File: src/rtl/wsched_pkg.sv
package wsched_pkg;
   typedef enum logic [1:0] {
      OP_ALU  = 2'd0,
      OP_MUL  = 2'd1,
      OP_LOAD = 2'd2
   } op_kind_e;
endpackage

File: src/rtl/wsched_pick.sv
module wsched_pick #(
   parameter int DEPTH = 8,
   parameter int AGE_W = 3
) (
   input  logic                        clk,
   input  logic                        rst_n,
   input  logic [DEPTH-1:0]            req,
   input  logic [DEPTH-1:0][AGE_W-1:0] age,
   output logic [DEPTH-1:0]            grant
);
   logic             found;
   logic [AGE_W-1:0] best;

   always_comb begin
      found = 1'b0;
      best  = '0;
      grant = '0;
      for (int i = 0; i < DEPTH; i++) begin
         if (req[i] && (!found || age[i] < best)) begin
            found = 1'b1;
            best  = age[i];
            grant = '0;
            grant[i] = 1'b1;
         end
      end
   end

   // single grant, only to a requester
   assert_grant_onehot_R1: assert property (@(posedge clk) disable iff (!rst_n)
      $onehot0(grant) && ((grant & ~req) == '0));
endmodule

File: src/rtl/wsched_slot.sv
module wsched_slot
   import wsched_pkg::*;
#(
   parameter int DEPTH   = 8,
   parameter int TAG_W   = 6,
   parameter int AGE_W   = 3,
   parameter int MUL_LAT = 3,
   parameter int LD_LAT  = 4,
   parameter int TMR_W   = 3
) (
   input  logic                        clk,
   input  logic                        rst_n,
   input  logic                        alloc,
   input  op_kind_e                    in_kind,
   input  logic [TAG_W-1:0]            in_dst,
   input  logic [1:0][TAG_W-1:0]       in_src,
   input  logic [1:0]                  in_rdy,
   input  logic [AGE_W-1:0]            in_age,
   input  logic                        grant,
   input  logic [AGE_W-1:0]            age_dec,
   input  logic [DEPTH-1:0]            bc_v_all,
   input  logic [DEPTH-1:0][TAG_W-1:0] bc_tag_all,
   input  logic [DEPTH-1:0]            bc_spec_all,
   input  logic                        st_v,
   input  logic                        st_hit,
   input  logic [TAG_W-1:0]            st_tag,
   input  logic                        fl_v,
   input  logic [TAG_W-1:0]            fl_tag,
   output logic                        vld_o,
   output logic                        req_o,
   output logic [AGE_W-1:0]            age_o,
   output logic                        free_o,
   output logic                        bc_v_o,
   output logic                        bc_spec_o,
   output logic [TAG_W-1:0]            dst_o,
   output op_kind_e                    kind_o,
   output logic [1:0][TAG_W-1:0]       src_o
);
   logic                  vld_q, iss_q;
   op_kind_e              kind_q;
   logic [TAG_W-1:0]      dst_q;
   logic [1:0][TAG_W-1:0] src_q, cmp;
   logic [1:0]            rdy_q, spc_q, wk, wks, miss, hclr;
   logic [TMR_W-1:0]      tmr_q, lat, lat_m1;
   logic [AGE_W-1:0]      age_q;
   logic                  squash, timed_bc;

   always_comb begin
      case (kind_q)
         OP_MUL:  lat = TMR_W'(MUL_LAT);
         OP_LOAD: lat = TMR_W'(LD_LAT);
         default: lat = TMR_W'(1);
      endcase
      lat_m1 = lat - TMR_W'(1);
   end

   always_comb begin
      for (int k = 0; k < 2; k++) begin
         cmp[k] = alloc ? in_src[k] : src_q[k];
         wk[k]  = 1'b0;
         wks[k] = 1'b0;
         for (int j = 0; j < DEPTH; j++) begin
            if (bc_v_all[j] && bc_tag_all[j] == cmp[k]) begin
               wk[k]  = 1'b1;
               wks[k] = bc_spec_all[j];
            end
         end
         if (fl_v && fl_tag == cmp[k]) begin
            wk[k]  = 1'b1;
            wks[k] = 1'b0;
         end
         miss[k] = st_v && !st_hit && spc_q[k] && src_q[k] == st_tag;
         hclr[k] = st_v && st_hit && spc_q[k] && src_q[k] == st_tag;
      end
   end

   assign squash   = vld_q && (|miss);
   assign timed_bc = iss_q && (lat != TMR_W'(1)) && (tmr_q == lat_m1);
   assign bc_v_o   = vld_q && !squash && ((grant && lat == TMR_W'(1)) || timed_bc);
   assign bc_spec_o = (kind_q == OP_LOAD);
   assign req_o    = vld_q && !iss_q && (&rdy_q);
   assign free_o   = vld_q && iss_q && !squash &&
                     ((kind_q == OP_LOAD) ? (st_v && st_tag == dst_q)
                                          : (tmr_q >= lat_m1 && tmr_q != '0 &&
                                             ((spc_q & ~hclr) == 2'b00)));
   assign vld_o  = vld_q;
   assign age_o  = age_q;
   assign dst_o  = dst_q;
   assign kind_o = kind_q;
   assign src_o  = src_q;

   always_ff @(posedge clk or negedge rst_n) begin
      if (!rst_n) begin
         vld_q  <= 1'b0;
         iss_q  <= 1'b0;
         kind_q <= OP_ALU;
         dst_q  <= '0;
         src_q  <= '0;
         rdy_q  <= '0;
         spc_q  <= '0;
         tmr_q  <= '0;
         age_q  <= '0;
      end else if (alloc) begin
         vld_q  <= 1'b1;
         iss_q  <= 1'b0;
         kind_q <= in_kind;
         dst_q  <= in_dst;
         src_q  <= in_src;
         rdy_q  <= in_rdy | wk;
         spc_q  <= ~in_rdy & wk & wks;
         tmr_q  <= '0;
         age_q  <= in_age;
      end else if (vld_q) begin
         if (free_o) begin
            vld_q <= 1'b0;
            iss_q <= 1'b0;
         end else begin
            age_q <= age_q - age_dec;
            for (int k = 0; k < 2; k++) begin
               if (miss[k]) begin
                  rdy_q[k] <= 1'b0;
                  spc_q[k] <= 1'b0;
               end else if (hclr[k]) begin
                  spc_q[k] <= 1'b0;
               end else if (!rdy_q[k] && wk[k]) begin
                  rdy_q[k] <= 1'b1;
                  spc_q[k] <= wks[k];
               end
            end
            if (squash) begin
               iss_q <= 1'b0;
               tmr_q <= '0;
            end else if (grant) begin
               iss_q <= 1'b1;
               tmr_q <= TMR_W'(1);
            end else if (iss_q && tmr_q != lat) begin
               tmr_q <= tmr_q + TMR_W'(1);
            end
         end
      end
   end

   // a speculative mark only exists on a ready source
   assert_spec_ready_R4: assert property (@(posedge clk) disable iff (!rst_n)
      (spc_q & ~rdy_q) == 2'b00);
   // a cancelled entry is back to not-issued
   assert_squash_replay_R5: assert property (@(posedge clk) disable iff (!rst_n)
      squash |=> (vld_q && !iss_q));
endmodule

File: src/rtl/wsched_top.sv
module wsched_top
   import wsched_pkg::*;
#(
   parameter int DEPTH   = 8,
   parameter int TAG_W   = 6,
   parameter int MUL_LAT = 3,
   parameter int LD_LAT  = 4
) (
   input  logic             clk,
   input  logic             rst_n,
   input  logic             disp_valid,
   input  logic [1:0]       disp_kind,
   input  logic [TAG_W-1:0] disp_dst,
   input  logic [TAG_W-1:0] disp_src0,
   input  logic             disp_src0_rdy,
   input  logic [TAG_W-1:0] disp_src1,
   input  logic             disp_src1_rdy,
   input  logic             lst_valid,
   input  logic             lst_hit,
   input  logic [TAG_W-1:0] lst_tag,
   input  logic             fill_valid,
   input  logic [TAG_W-1:0] fill_tag,
   output logic             full,
   output logic             issue_valid,
   output logic [1:0]       issue_kind,
   output logic [TAG_W-1:0] issue_dst,
   output logic [TAG_W-1:0] issue_src0,
   output logic [TAG_W-1:0] issue_src1
);
   localparam int AGE_W = (DEPTH > 2) ? $clog2(DEPTH) : 1;
   localparam int MAXL  = (MUL_LAT > LD_LAT) ? MUL_LAT : LD_LAT;
   localparam int TMR_W = $clog2(MAXL + 1);

   if (DEPTH < 2) begin : g_bad_depth
      $error("wsched_top: DEPTH must be at least 2");
   end
   if (MUL_LAT < 2 || LD_LAT < 2) begin : g_bad_lat
      $error("wsched_top: multi-cycle and load latencies must be at least 2");
   end

   logic [DEPTH-1:0]              vld, req, grant, freev, alloc, bc_v, bc_spec;
   logic [DEPTH-1:0][AGE_W-1:0]   age, age_dec;
   logic [DEPTH-1:0][TAG_W-1:0]   dst, bc_tag;
   logic [DEPTH-1:0][1:0][TAG_W-1:0] src;
   op_kind_e                      kind [DEPTH];
   logic [AGE_W-1:0]              new_age;
   logic [1:0][TAG_W-1:0]         in_src;
   logic [1:0]                    in_rdy;

   assign full    = &vld;
   assign in_src  = {disp_src1, disp_src0};
   assign in_rdy  = {disp_src1_rdy, disp_src0_rdy};
   assign new_age = AGE_W'($countones(vld & ~freev));
   assign bc_tag  = dst;

   always_comb begin
      alloc = '0;
      if (disp_valid && !full) begin
         for (int i = DEPTH - 1; i >= 0; i--) begin
            if (!vld[i]) begin
               alloc = '0;
               alloc[i] = 1'b1;
            end
         end
      end
   end

   always_comb begin
      for (int i = 0; i < DEPTH; i++) begin
         age_dec[i] = '0;
         for (int j = 0; j < DEPTH; j++) begin
            if (freev[j] && age[j] < age[i]) age_dec[i] = age_dec[i] + AGE_W'(1);
         end
      end
   end

   for (genvar g = 0; g < DEPTH; g++) begin : g_slot
      wsched_slot #(
         .DEPTH(DEPTH), .TAG_W(TAG_W), .AGE_W(AGE_W),
         .MUL_LAT(MUL_LAT), .LD_LAT(LD_LAT), .TMR_W(TMR_W)
      ) u_slot (
         .clk(clk), .rst_n(rst_n), .alloc(alloc[g]),
         .in_kind(op_kind_e'(disp_kind)), .in_dst(disp_dst),
         .in_src(in_src), .in_rdy(in_rdy), .in_age(new_age),
         .grant(grant[g]), .age_dec(age_dec[g]),
         .bc_v_all(bc_v), .bc_tag_all(bc_tag), .bc_spec_all(bc_spec),
         .st_v(lst_valid), .st_hit(lst_hit), .st_tag(lst_tag),
         .fl_v(fill_valid), .fl_tag(fill_tag),
         .vld_o(vld[g]), .req_o(req[g]), .age_o(age[g]), .free_o(freev[g]),
         .bc_v_o(bc_v[g]), .bc_spec_o(bc_spec[g]), .dst_o(dst[g]),
         .kind_o(kind[g]), .src_o(src[g])
      );
   end

   wsched_pick #(.DEPTH(DEPTH), .AGE_W(AGE_W)) u_pick (
      .clk(clk), .rst_n(rst_n), .req(req), .age(age), .grant(grant)
   );

   always_comb begin
      issue_valid = |grant;
      issue_kind  = '0;
      issue_dst   = '0;
      issue_src0  = '0;
      issue_src1  = '0;
      for (int i = 0; i < DEPTH; i++) begin
         if (grant[i]) begin
            issue_kind = kind[i];
            issue_dst  = dst[i];
            issue_src0 = src[i][0];
            issue_src1 = src[i][1];
         end
      end
   end

   // checking aids: older requester present, duplicated age among live slots
   logic [DEPTH-1:0] older_req;
   logic             age_dup;
   always_comb begin
      age_dup = 1'b0;
      for (int i = 0; i < DEPTH; i++) begin
         older_req[i] = 1'b0;
         for (int j = 0; j < DEPTH; j++) begin
            if (j != i && req[j] && age[j] < age[i]) older_req[i] = 1'b1;
            if (j != i && vld[i] && vld[j] && age[i] == age[j]) age_dup = 1'b1;
         end
      end
   end

   for (genvar g = 0; g < DEPTH; g++) begin : g_chk
      // the winner has no older ready competitor
      assert_oldest_wins_R1: assert property (@(posedge clk) disable iff (!rst_n)
         grant[g] |-> !older_req[g]);
   end
   // live slots hold distinct age ranks
   assert_age_unique_R1: assert property (@(posedge clk) disable iff (!rst_n) !age_dup);
   // no slot is claimed while the queue is full
   assert_no_overflow_R7: assert property (@(posedge clk) disable iff (!rst_n)
      full |-> alloc == '0);
endmodule

File: config.mk
export PLATFORM = sky130hd
export DESIGN_NAME = wsched_top
export DESIGN_NICKNAME = d
export VERILOG_FILES = /design/src/rtl/wsched_pkg.sv /design/src/rtl/wsched_pick.sv /design/src/rtl/wsched_slot.sv /design/src/rtl/wsched_top.sv
export SDC_FILE = /design/constraint.sdc
export NUM_CORES = 2
export LEC_CHECK = 0
export BUFFER_PORTS_ARGS = -buffer_cell sky130_fd_sc_hd__buf_2
export CELL_PAD_IN_SITES_DETAIL_PLACEMENT = 1
export CELL_PAD_IN_SITES_GLOBAL_PLACEMENT = 1
export CORE_ASPECT_RATIO = 1.1
export CORE_MARGIN = 4
export CORE_UTILIZATION = 55
export CTS_BUF_LIST = sky130_fd_sc_hd__clkbuf_4 sky130_fd_sc_hd__clkbuf_8 sky130_fd_sc_hd__clkbuf_16
export CTS_CLUSTER_SIZE = 30
export DETAILED_ROUTE_END_ITERATION = 6
export PLACE_DENSITY = 0.92
export SYNTH_ARGS = -nofsm -noshare
export SYNTH_HDL_FRONTEND = slang
export SYNTH_HIERARCHICAL = 1
export SYNTH_SLANG_ARGS = --single-unit
File: constraint.sdc
create_clock -name clk -period 34.7 [get_ports clk]
set_input_delay 5.205 -clock clk [delete_from_list [all_inputs] [get_ports clk]]
set_output_delay 5.205 -clock clk [all_outputs]
set_load 0.02 [all_outputs]
# ---- Yosys cells after proc, flatten, opt, wreduce, memory -nomap -nowiden
# Cells that the tools add are included.
dict set report word_totals {
  ramBits 0
  latchBits 0
  word_cells 1892
  out_inout_bits 22
  memories 0
  inputBits 40
  rom_bits 0
  register_bits 256
}
dict set report op_classes {
  n_mux 727
  mul 0
  n_addsub 87
  div_mod_pow 0
  n_reduce_logical 620
  shifts 0
  order_cmp 79
  n_eq_ne 240
  n_bitwise 43
}
# operator n
set ops {}
lappend ops {{6-bit equality test} 168}
lappend ops {{1-bit two-way mux} 472}
lappend ops {{1-bit logical AND} 418}
lappend ops {{3-bit two-way mux} 135}
lappend ops {{6-bit two-way mux} 40}
lappend ops {{3-bit < comparator} 71}
lappend ops {{3-bit by 1-bit adder with 3-bit output, second input constant} 64}
lappend ops {{8-bit two-way mux} 16}
lappend ops {{4-bit nonzero test} 32}
lappend ops {{2-bit two-way mux} 56}
lappend ops {{3-bit AND reduction} 24}
lappend ops {{3-bit nonzero test} 24}
lappend ops {{4-bit AND reduction} 16}
lappend ops {{2-bit AND} 24}
lappend ops {{3-bit by 2-bit inequality test with 1-bit output, second input constant} 16}
lappend ops {{3-bit one-hot mux with 2 select lines} 8}
lappend ops {{2-bit AND reduction} 24}
lappend ops {{1-bit logical NOT} 41}
lappend ops {{3-bit by 1-bit equality test with 1-bit output, second input constant} 8}
lappend ops {{3-bit equality test} 8}
lappend ops {{3-bit greater-or-equal comparator} 8}
lappend ops {{3-bit by 1-bit inequality test with 1-bit output, second input constant} 8}
lappend ops {{3-bit inequality test} 8}
lappend ops {{3-bit by 1-bit subtractor with 3-bit output, second input constant} 8}
lappend ops {{other kinds (17)} 99}

# ---- Longest topological paths before layout
dict set report logic_depth {
  word_depth 52
  ltp_mapped 60
  ltp_nobuf 59
}

# ---- Cells and area by module
# The synthesis kept the hierarchy.
# module n_inst area_each_um2 seq_area_each_um2 cells_each
set by_module_without_submodules {}
lappend by_module_without_submodules {{wsched_slot (g_slot[0].u_slot ...)} 7 3465.8 800.8 388}
lappend by_module_without_submodules {wsched_top 1 6237.2 0.0 847}
lappend by_module_without_submodules {{wsched_slot (g_slot[7].u_slot)} 1 3613.5 800.8 391}
lappend by_module_without_submodules {wsched_pick 1 1068.5 0.0 149}

# ---- Worst setup path before layout
# No wires, ideal clock.
dict set report synth_timing {
  path_type {register to output}
  from {register g_slot[0].u_slot.vld_q}
  to {output issue_dst[1]}
  required_ps 29495
  path_stages_with_launch 60
  path_slack_ps 17299
  arrival_time_ps 12196
  cell_sequence {dfrtp_1 inv_1 nor2_1 and3_1 buf_6 nand2_1 ha_1 nand2b_1 a211o_1 nand2_1 a21o_1 inv_1 ha_1 a21oi_1 nand2_1 a211oi_1 a2111oi_0 or2_2 (+24 left out) a31oi_1 mux2_2 ha_1 o21a_1 nor2_1 a311o_1 a31o_2 nor4_1 a211oi_2 or3_4 nor4_4 nor2b_1 buf_2 buf_1 a221oi_1 o31ai_1 a221oi_1 o31ai_1}
}
dict set report synth_between {
  elab_cells_between_ends 60
  classes_between {order compare (7); mux (30); reduce/logical (23)}
}
# element line_no
set synth_lines {}
lappend synth_lines {{from (decl)} wsched_slot.sv:39} ;# logic vld_q, iss_q;
lappend synth_lines {{from (signal assigned)} wsched_slot.sv:94} ;# vld_q <= 1'b0;
lappend synth_lines {{from (signal assigned)} wsched_slot.sv:104} ;# vld_q <= 1'b1;
lappend synth_lines {{from (signal assigned)} wsched_slot.sv:115} ;# vld_q <= 1'b0;
lappend synth_lines {{1-bit logical AND (*) (2 in series)} wsched_slot.sv:81} ;# assign req_o = vld_q && !iss_q && (&rdy_q);
lappend synth_lines {{net req[0]} wsched_top.sv:41} ;# logic [DEPTH-1:0] vld, req, grant, freev, alloc, bc_v, bc_spec;
lappend synth_lines {{3-bit two-way mux or 1-bit two-way mux (tied branches)} wsched_pick.sv:19} ;# if (req[i] && (!found || age[i] < best)) begin
lappend synth_lines {{3-bit < comparator or 1-bit logical NOT (tied branches)} wsched_pick.sv:19}
lappend synth_lines {{1-bit logical OR} wsched_pick.sv:19}
lappend synth_lines {{1-bit logical AND} wsched_pick.sv:19}
lappend synth_lines {{3-bit two-way mux or 1-bit two-way mux (tied branches)} wsched_pick.sv:19}
lappend synth_lines {{3-bit < comparator or 1-bit logical NOT (tied branches)} wsched_pick.sv:19}
lappend synth_lines {{(+17 left out)} --}
lappend synth_lines {{1-bit logical AND} wsched_pick.sv:19}
lappend synth_lines {{3-bit two-way mux or 1-bit two-way mux (tied branches)} wsched_pick.sv:19}
lappend synth_lines {{3-bit < comparator or 1-bit logical NOT (tied branches)} wsched_pick.sv:19}
lappend synth_lines {{1-bit logical OR} wsched_pick.sv:19}
lappend synth_lines {{1-bit logical AND} wsched_pick.sv:19}
lappend synth_lines {{8-bit two-way mux (*)} wsched_pick.sv:19}
lappend synth_lines {{net grant[7]} wsched_top.sv:41}
lappend synth_lines {{6-bit two-way mux (*)} wsched_top.sv:106} ;# if (grant[i]) begin
lappend synth_lines {{to (decl)} wsched_top.sv:26} ;# output logic [TAG_W-1:0] issue_dst,
# Mark *: on every way through the listed nets, which the timed path passes. The rest lies on a longest branch.

# ---- Worst setup path in the final report
dict set report layout_timing {
  from {register g_slot[0].u_slot.vld_q}
  to {output issue_src0[4]}
}
dict set report layout_between {
  elab_cells_between_ends 60
  classes_between {order compare (7); mux (30); reduce/logical (23)}
}
# element line_no
set layout_lines {}
lappend layout_lines {{1-bit logical AND (*) (2 in series)} wsched_slot.sv:81}
lappend layout_lines {{net req[0]} wsched_top.sv:41}
lappend layout_lines {{3-bit two-way mux or 1-bit two-way mux (tied branches)} wsched_pick.sv:19}
lappend layout_lines {{3-bit < comparator or 1-bit logical NOT (tied branches)} wsched_pick.sv:19}
lappend layout_lines {{1-bit logical OR} wsched_pick.sv:19}
lappend layout_lines {{1-bit logical AND} wsched_pick.sv:19}
lappend layout_lines {{3-bit two-way mux or 1-bit two-way mux (tied branches)} wsched_pick.sv:19}
lappend layout_lines {{3-bit < comparator or 1-bit logical NOT (tied branches)} wsched_pick.sv:19}
lappend layout_lines {{(+17 left out)} --}
lappend layout_lines {{1-bit logical AND} wsched_pick.sv:19}
lappend layout_lines {{3-bit two-way mux or 1-bit two-way mux (tied branches)} wsched_pick.sv:19}
lappend layout_lines {{3-bit < comparator or 1-bit logical NOT (tied branches)} wsched_pick.sv:19}
lappend layout_lines {{1-bit logical OR} wsched_pick.sv:19}
lappend layout_lines {{1-bit logical AND} wsched_pick.sv:19}
lappend layout_lines {{8-bit two-way mux (*)} wsched_pick.sv:19}
lappend layout_lines {{net grant[7]} wsched_top.sv:41}
lappend layout_lines {{6-bit two-way mux (*)} wsched_top.sv:106}
lappend layout_lines {{to (decl)} wsched_top.sv:27} ;# output logic [TAG_W-1:0] issue_src0,
# Marks and branches as above.

==> impl_metrics.xml <==
<?xml version="1.0" encoding="UTF-8"?>
<metrics>
  <group name="status">
    <metric name="status" unit="">finished, violations left</metric>
    <metric name="violations" unit="">DRC, capacitance limit, slew limit</metric>
  </group>
  <group name="clock_tree">
    <metric name="cts_tree" unit="">done</metric>
    <metric name="cts-root-to-sink-buffers" unit="">3</metric>
    <metric name="clock_net_sink_count" unit="">256</metric>
    <metric name="worst_setup_hold_path_clk_slew" unit="ps">80</metric>
    <metric name="clk-insertion-delay-late" unit="ps">670</metric>
    <metric name="cts-buffers-inserted" unit="">31</metric>
    <metric name="h-tree-depth" unit="">1</metric>
    <metric name="post_cts_resize_count" unit="">0</metric>
    <metric name="hold_buffers" unit="">0</metric>
    <metric name="post_cts_buffers" unit="">0</metric>
    <metric name="cts_root_buffer" unit="">sky130_fd_sc_hd__clkbuf_16</metric>
  </group>
  <group name="sta">
    <metric name="fin_tns_setup" unit="ps">0</metric>
    <metric name="final_worst_path_period_need" unit="ps">21470</metric>
    <metric name="maxSlewHeadroom" unit="">-0.0399</metric>
    <metric name="report.final.hold_viol_count" unit="">0</metric>
    <metric name="final_setup_viols" unit="">0</metric>
    <metric name="timing_worst_slew_pin_value" unit="ps">1520</metric>
    <metric name="unrepaired_setup_endpoints_after_global_routing" unit="">no</metric>
    <metric name="setup_skew_after_layout" unit="ps">38.1</metric>
    <metric name="timing.final.crit_share" unit="">0.619</metric>
    <metric name="max_clk_rate" unit="MHz">46.6</metric>
    <metric name="report.final.slew_viol_count" unit="">4</metric>
    <metric name="fin_worst_hold_slack" unit="ps">596</metric>
  </group>
  <group name="grt">
    <metric name="grt_pass1_vias" unit="">38965</metric>
    <metric name="groute.usage.overall" unit="">0.499</metric>
    <metric name="wire_length_of_the_first_global_routing_pass" unit="mm">256</metric>
    <metric name="grt_max_degree" unit="">146</metric>
    <metric name="overflow" unit="">0</metric>
    <metric name="initial_antenna_violation_count" unit="">11</metric>
  </group>
  <group name="critical_path">
    <metric name="worst_setup_path_end_kind" unit="">primary output</metric>
    <metric name="worst-r2r-cell-count" unit="">61</metric>
    <metric name="delay_of_the_slowest_cell_on_the_worst_path" unit="ps">950</metric>
    <metric name="timing_worst_setup_path_type" unit="">flip-flop to primary output</metric>
    <metric name="timing.critical_path.buf_inv" unit="">7</metric>
    <metric name="worst_ep_arrival_time" unit="ps">16260</metric>
    <metric name="r2r-start" unit="">g_slot[0].u_slot/vld_o$_DFF_PN0_</metric>
    <metric name="critPathTopFamily" unit="">compound AO/OA/AOI/OAI gates</metric>
    <metric name="critPathLaunchType" unit="">flip-flop</metric>
    <metric name="critPathMostFrequentCell" unit="">sky130_fd_sc_hd__ha_1</metric>
    <metric name="cp-startpoint" unit="">g_slot[0].u_slot/vld_o$_DFF_PN0_</metric>
    <metric name="setup.reg_to_reg.worst_slack" unit="ps">18300</metric>
    <metric name="crit_fanout" unit="">49</metric>
    <metric name="rr_endpoint" unit="">g_slot[7].u_slot/spc_q[1]$_DFFE_PN0P_</metric>
    <metric name="worst_path_max_delay_cell" unit="">sky130_fd_sc_hd__a221oi_1</metric>
    <metric name="worst-endpoint-required" unit="ps">29490</metric>
  </group>
  <group name="drt">
    <metric name="detailroute.via_count" unit="">37405</metric>
    <metric name="post_drt_via_cell_ratio" unit="">7.37</metric>
    <metric name="drt_first_iter_violations" unit="">5290</metric>
    <metric name="drt_pass1_iterations" unit="">7</metric>
    <metric name="detail_route.drc_violations" unit="">34</metric>
    <metric name="ant_nets" unit="">0</metric>
    <metric name="route.final.wire_length" unit="mm">176</metric>
    <metric name="wl_per_cell" unit="um">34.7</metric>
  </group>
  <group name="final_layout">
    <metric name="utilization" unit="">0.606</metric>
    <metric name="postLayoutCellArea" unit="mm2">0.0380</metric>
    <metric name="layout-drive-gt1-share" unit="">0.116</metric>
    <metric name="syn2layout_area_growth" unit="%">8.14</metric>
    <metric name="layout.filler_cells" unit="">7440</metric>
    <metric name="final_nets" unit="">4484</metric>
  </group>
  <group name="place">
    <metric name="gp_routability_congestion" unit="">1.04</metric>
    <metric name="hpwlAfterDp" unit="mm">117</metric>
    <metric name="io_buffers" unit="">61</metric>
    <metric name="dpl-instance-area" unit="mm2">0.0370</metric>
  </group>
  <group name="synthesis">
    <metric name="synthesis.nets" unit="">4376</metric>
    <metric name="ys_ff_latch" unit="">256</metric>
    <metric name="yosysWarnings" unit="">6</metric>
    <metric name="postSynth.asyncResetShare" unit="">1.00</metric>
    <metric name="ys_types" unit="">102</metric>
    <metric name="biggest_area_contributors_in_the_synthesized_netlist" unit="">sky130_fd_sc_hd__dfrtp_1, sky130_fd_sc_hd__xnor2_1, sky130_fd_sc_hd__xor2_1, sky130_fd_sc_hd__ha_1, sky130_fd_sc_hd__nand4_1</metric>
    <metric name="yosysTopAreaCell" unit="">sky130_fd_sc_hd__dfrtp_1</metric>
    <metric name="postSynthCellCount" unit="">4103</metric>
    <metric name="synth-edff-count" unit="">0</metric>
    <metric name="netlist.area_leader.share" unit="">0.182</metric>
    <metric name="yosysSeqAreaShare" unit="">0.182</metric>
    <metric name="synth_area" unit="mm2">0.0352</metric>
    <metric name="synthesis.area_per_instance" unit="um2">8.57</metric>
    <metric name="synth-main-ff-cell" unit="">sky130_fd_sc_hd__dfrtp_1</metric>
    <metric name="synth_most_common_cell" unit="">sky130_fd_sc_hd__xnor2_1</metric>
    <metric name="post_synth_most_frequent_cells" unit="">sky130_fd_sc_hd__xnor2_1, sky130_fd_sc_hd__xor2_1, sky130_fd_sc_hd__inv_1</metric>
  </group>
  <group name="die">
    <metric name="floorplan.initialDensity" unit="">0.560</metric>
    <metric name="num_io_pins" unit="">62</metric>
    <metric name="die_w" unit="um">249</metric>
    <metric name="placementRows" unit="">96</metric>
    <metric name="die_area" unit="mm2">0.0681</metric>
    <metric name="die_h" unit="um">273</metric>
    <metric name="core_footprint" unit="mm2">0.0628</metric>
  </group>
  <group name="pwr">
    <metric name="static-leakage-power" unit="nW">15.8</metric>
    <metric name="power_density" unit="mW/mm2">128</metric>
    <metric name="ir_drop" unit="uV">125</metric>
  </group>
  <group name="hold_path">
    <metric name="min-delay-path-class" unit="">flip-flop to flip-flop</metric>
    <metric name="hold-path-endpoint" unit="">g_slot[7].u_slot/spc_q[1]$_DFFE_PN0P_</metric>
    <metric name="holdCritStartpoint" unit="">g_slot[7].u_slot/spc_q[1]$_DFFE_PN0P_</metric>
    <metric name="timing.hold.worst_path_depth" unit="">2</metric>
  </group>
  <group name="flow_run">
    <metric name="cap_viol_max_count" unit="">1</metric>
  </group>
</metrics>
-- power by group --
group	switching (mW)	internal [mW]
Combinational	2.47	1.35
Sequential	0.273	0.439
Clock	0.160	0.187
Total	2.91	1.97
-- placed cells by master, fill, tap and decap left out, types with 19 or more instances in the layout --
cell | netlist | routed
sky130_fd_sc_hd__xnor2_1 | 646 | 646
sky130_fd_sc_hd__xor2_1 | 451 | 451
sky130_fd_sc_hd__inv_1 | 319 | 319
sky130_fd_sc_hd__dfrtp_1 | 256 | 256
sky130_fd_sc_hd__nand2_1 | 238 | 238
sky130_fd_sc_hd__ha_1 | 221 | 219
sky130_fd_sc_hd__nand4_1 | 207 | 207
sky130_fd_sc_hd__a21oi_1 | 148 | 148
sky130_fd_sc_hd__nor2_1 | 140 | 136
sky130_fd_sc_hd__nand3_1 | 119 | 119
sky130_fd_sc_hd__buf_4 | 15 | 114
sky130_fd_sc_hd__or4_1 | 113 | 113
sky130_fd_sc_hd__o21ai_0 | 108 | 108
sky130_fd_sc_hd__mux2_2 | 83 | 83
sky130_fd_sc_hd__nor2b_1 | 79 | 78
sky130_fd_sc_hd__mux2i_2 | 70 | 70
sky130_fd_sc_hd__buf_2 | 11 | 60
sky130_fd_sc_hd__nor3_1 | 67 | 57
sky130_fd_sc_hd__mux2i_1 | 51 | 51
sky130_fd_sc_hd__and3_1 | 48 | 48
sky130_fd_sc_hd__o31ai_1 | 47 | 47
sky130_fd_sc_hd__nand2b_1 | 47 | 47
sky130_fd_sc_hd__a221oi_1 | 41 | 40
sky130_fd_sc_hd__nor4_1 | 34 | 33
sky130_fd_sc_hd__clkbuf_16 | 0 | 31
sky130_fd_sc_hd__o21a_1 | 30 | 30
sky130_fd_sc_hd__nand3b_1 | 29 | 29
sky130_fd_sc_hd__o211ai_1 | 26 | 26
sky130_fd_sc_hd__and2_1 | 21 | 21
sky130_fd_sc_hd__a211o_1 | 19 | 19
sky130_fd_sc_hd__o31a_1 | 19 | 19
-- layer usage --
metal / global-route usage / wire length (um) / part of all wire
met3: 0.210 / 25800 / 0.15
met5: 0.00429 / 82 / 0.00047
met1: 0.562 / 58600 / 0.33
met2: 0.728 / 70600 / 0.40
met4: 0.426 / 20900 / 0.12
-- sequential cells by signal, indices dropped and copies added (netlist names) --
| signal | count |
|---|---|
| g_slot.u_slot/age_o | 24 |
| g_slot.u_slot/dst_o | 48 |
| g_slot.u_slot/iss_q | 8 |
| g_slot.u_slot/kind_o | 16 |
| g_slot.u_slot/rdy_q | 16 |
| g_slot.u_slot/spc_q | 16 |
| g_slot.u_slot/src_o | 96 |
| g_slot.u_slot/tmr_q | 24 |
| g_slot.u_slot/vld_o | 8 |
-- worst reg2reg max path: cells and delay by family (launching register included) --
family,cells,cell delay [ps]
DFF,1,540
adders and majority gates,7,2000
buffers and inverters,5,1090
AOI/OAI and AO/OA,23,5420
and+or+nand+nor,23,6140
muxes,3,1130
-- area by class of cell --
| class | instances | area, um2 | area share |
|---|---|---|---|
| diodes | 8 | 20.0 | 0.000526 |
| multi-input cells | 3410 | 27100 | 0.712 |
| repair buffers | 177 | 1200 | 0.0316 |
| clock inverters | 16 | 128 | 0.00335 |
| inverters | 335 | 1260 | 0.0331 |
| clock buffers | 40 | 887 | 0.0233 |
| well taps | 833 | 1040 | 0.0274 |
| flip-flops and latches | 256 | 6410 | 0.168 |
-- logic make-up (layout without fill, tap and decap cells) --
| kind of cell | count (synthesis) | in the layout | share of synthesized area |
|---|---|---|---|
| and+or+nand+nor | 1195 | 1195 | 0.187 |
| xor gates and xnor gates | 1112 | 1112 | 0.282 |
| AOI/OAI and AO/OA | 651 | 651 | 0.135 |
| buffers and inverters | 437 | 568 | 0.0516 |
| DFF | 256 | 256 | 0.182 |
| adders and majority gates | 233 | 233 | 0.0854 |
| muxes | 219 | 219 | 0.0773 |
| other | 0 | 8 | 0 |
-- stage by stage --
| stage | setup WS [ps] | total power [mW] | instances |
|---|---|---|---|
| 2_1_floorplan | 17300 | 3.02 | 4103 |
| 3_3_place_gp | 15020 | 4.04 | 5010 |
| 3_5_place_dp | 14540 | 4.27 | 5010 |
| 4_1_cts | 13840 | 4.66 | 5066 |
| 5_1_grt | 12250 | 5.05 | 5069 |
| 6_report | 13230 | 4.88 | 5075 |
-- worst max-delay path by stage --
stage / to / slack [ps] / depth (start not counted)
global placement: issue_src1[2] / 15020 / 60
detailed placement: issue_src1[5] / 14540 / 60
global route: issue_src1[4] / 12250 / 60
CTS: issue_src1[5] / 13840 / 60
floorplan: issue_dst[1] / 17300 / 59
finish: issue_src0[4] / 13230 / 60
(Power assumes the default switching activity.)
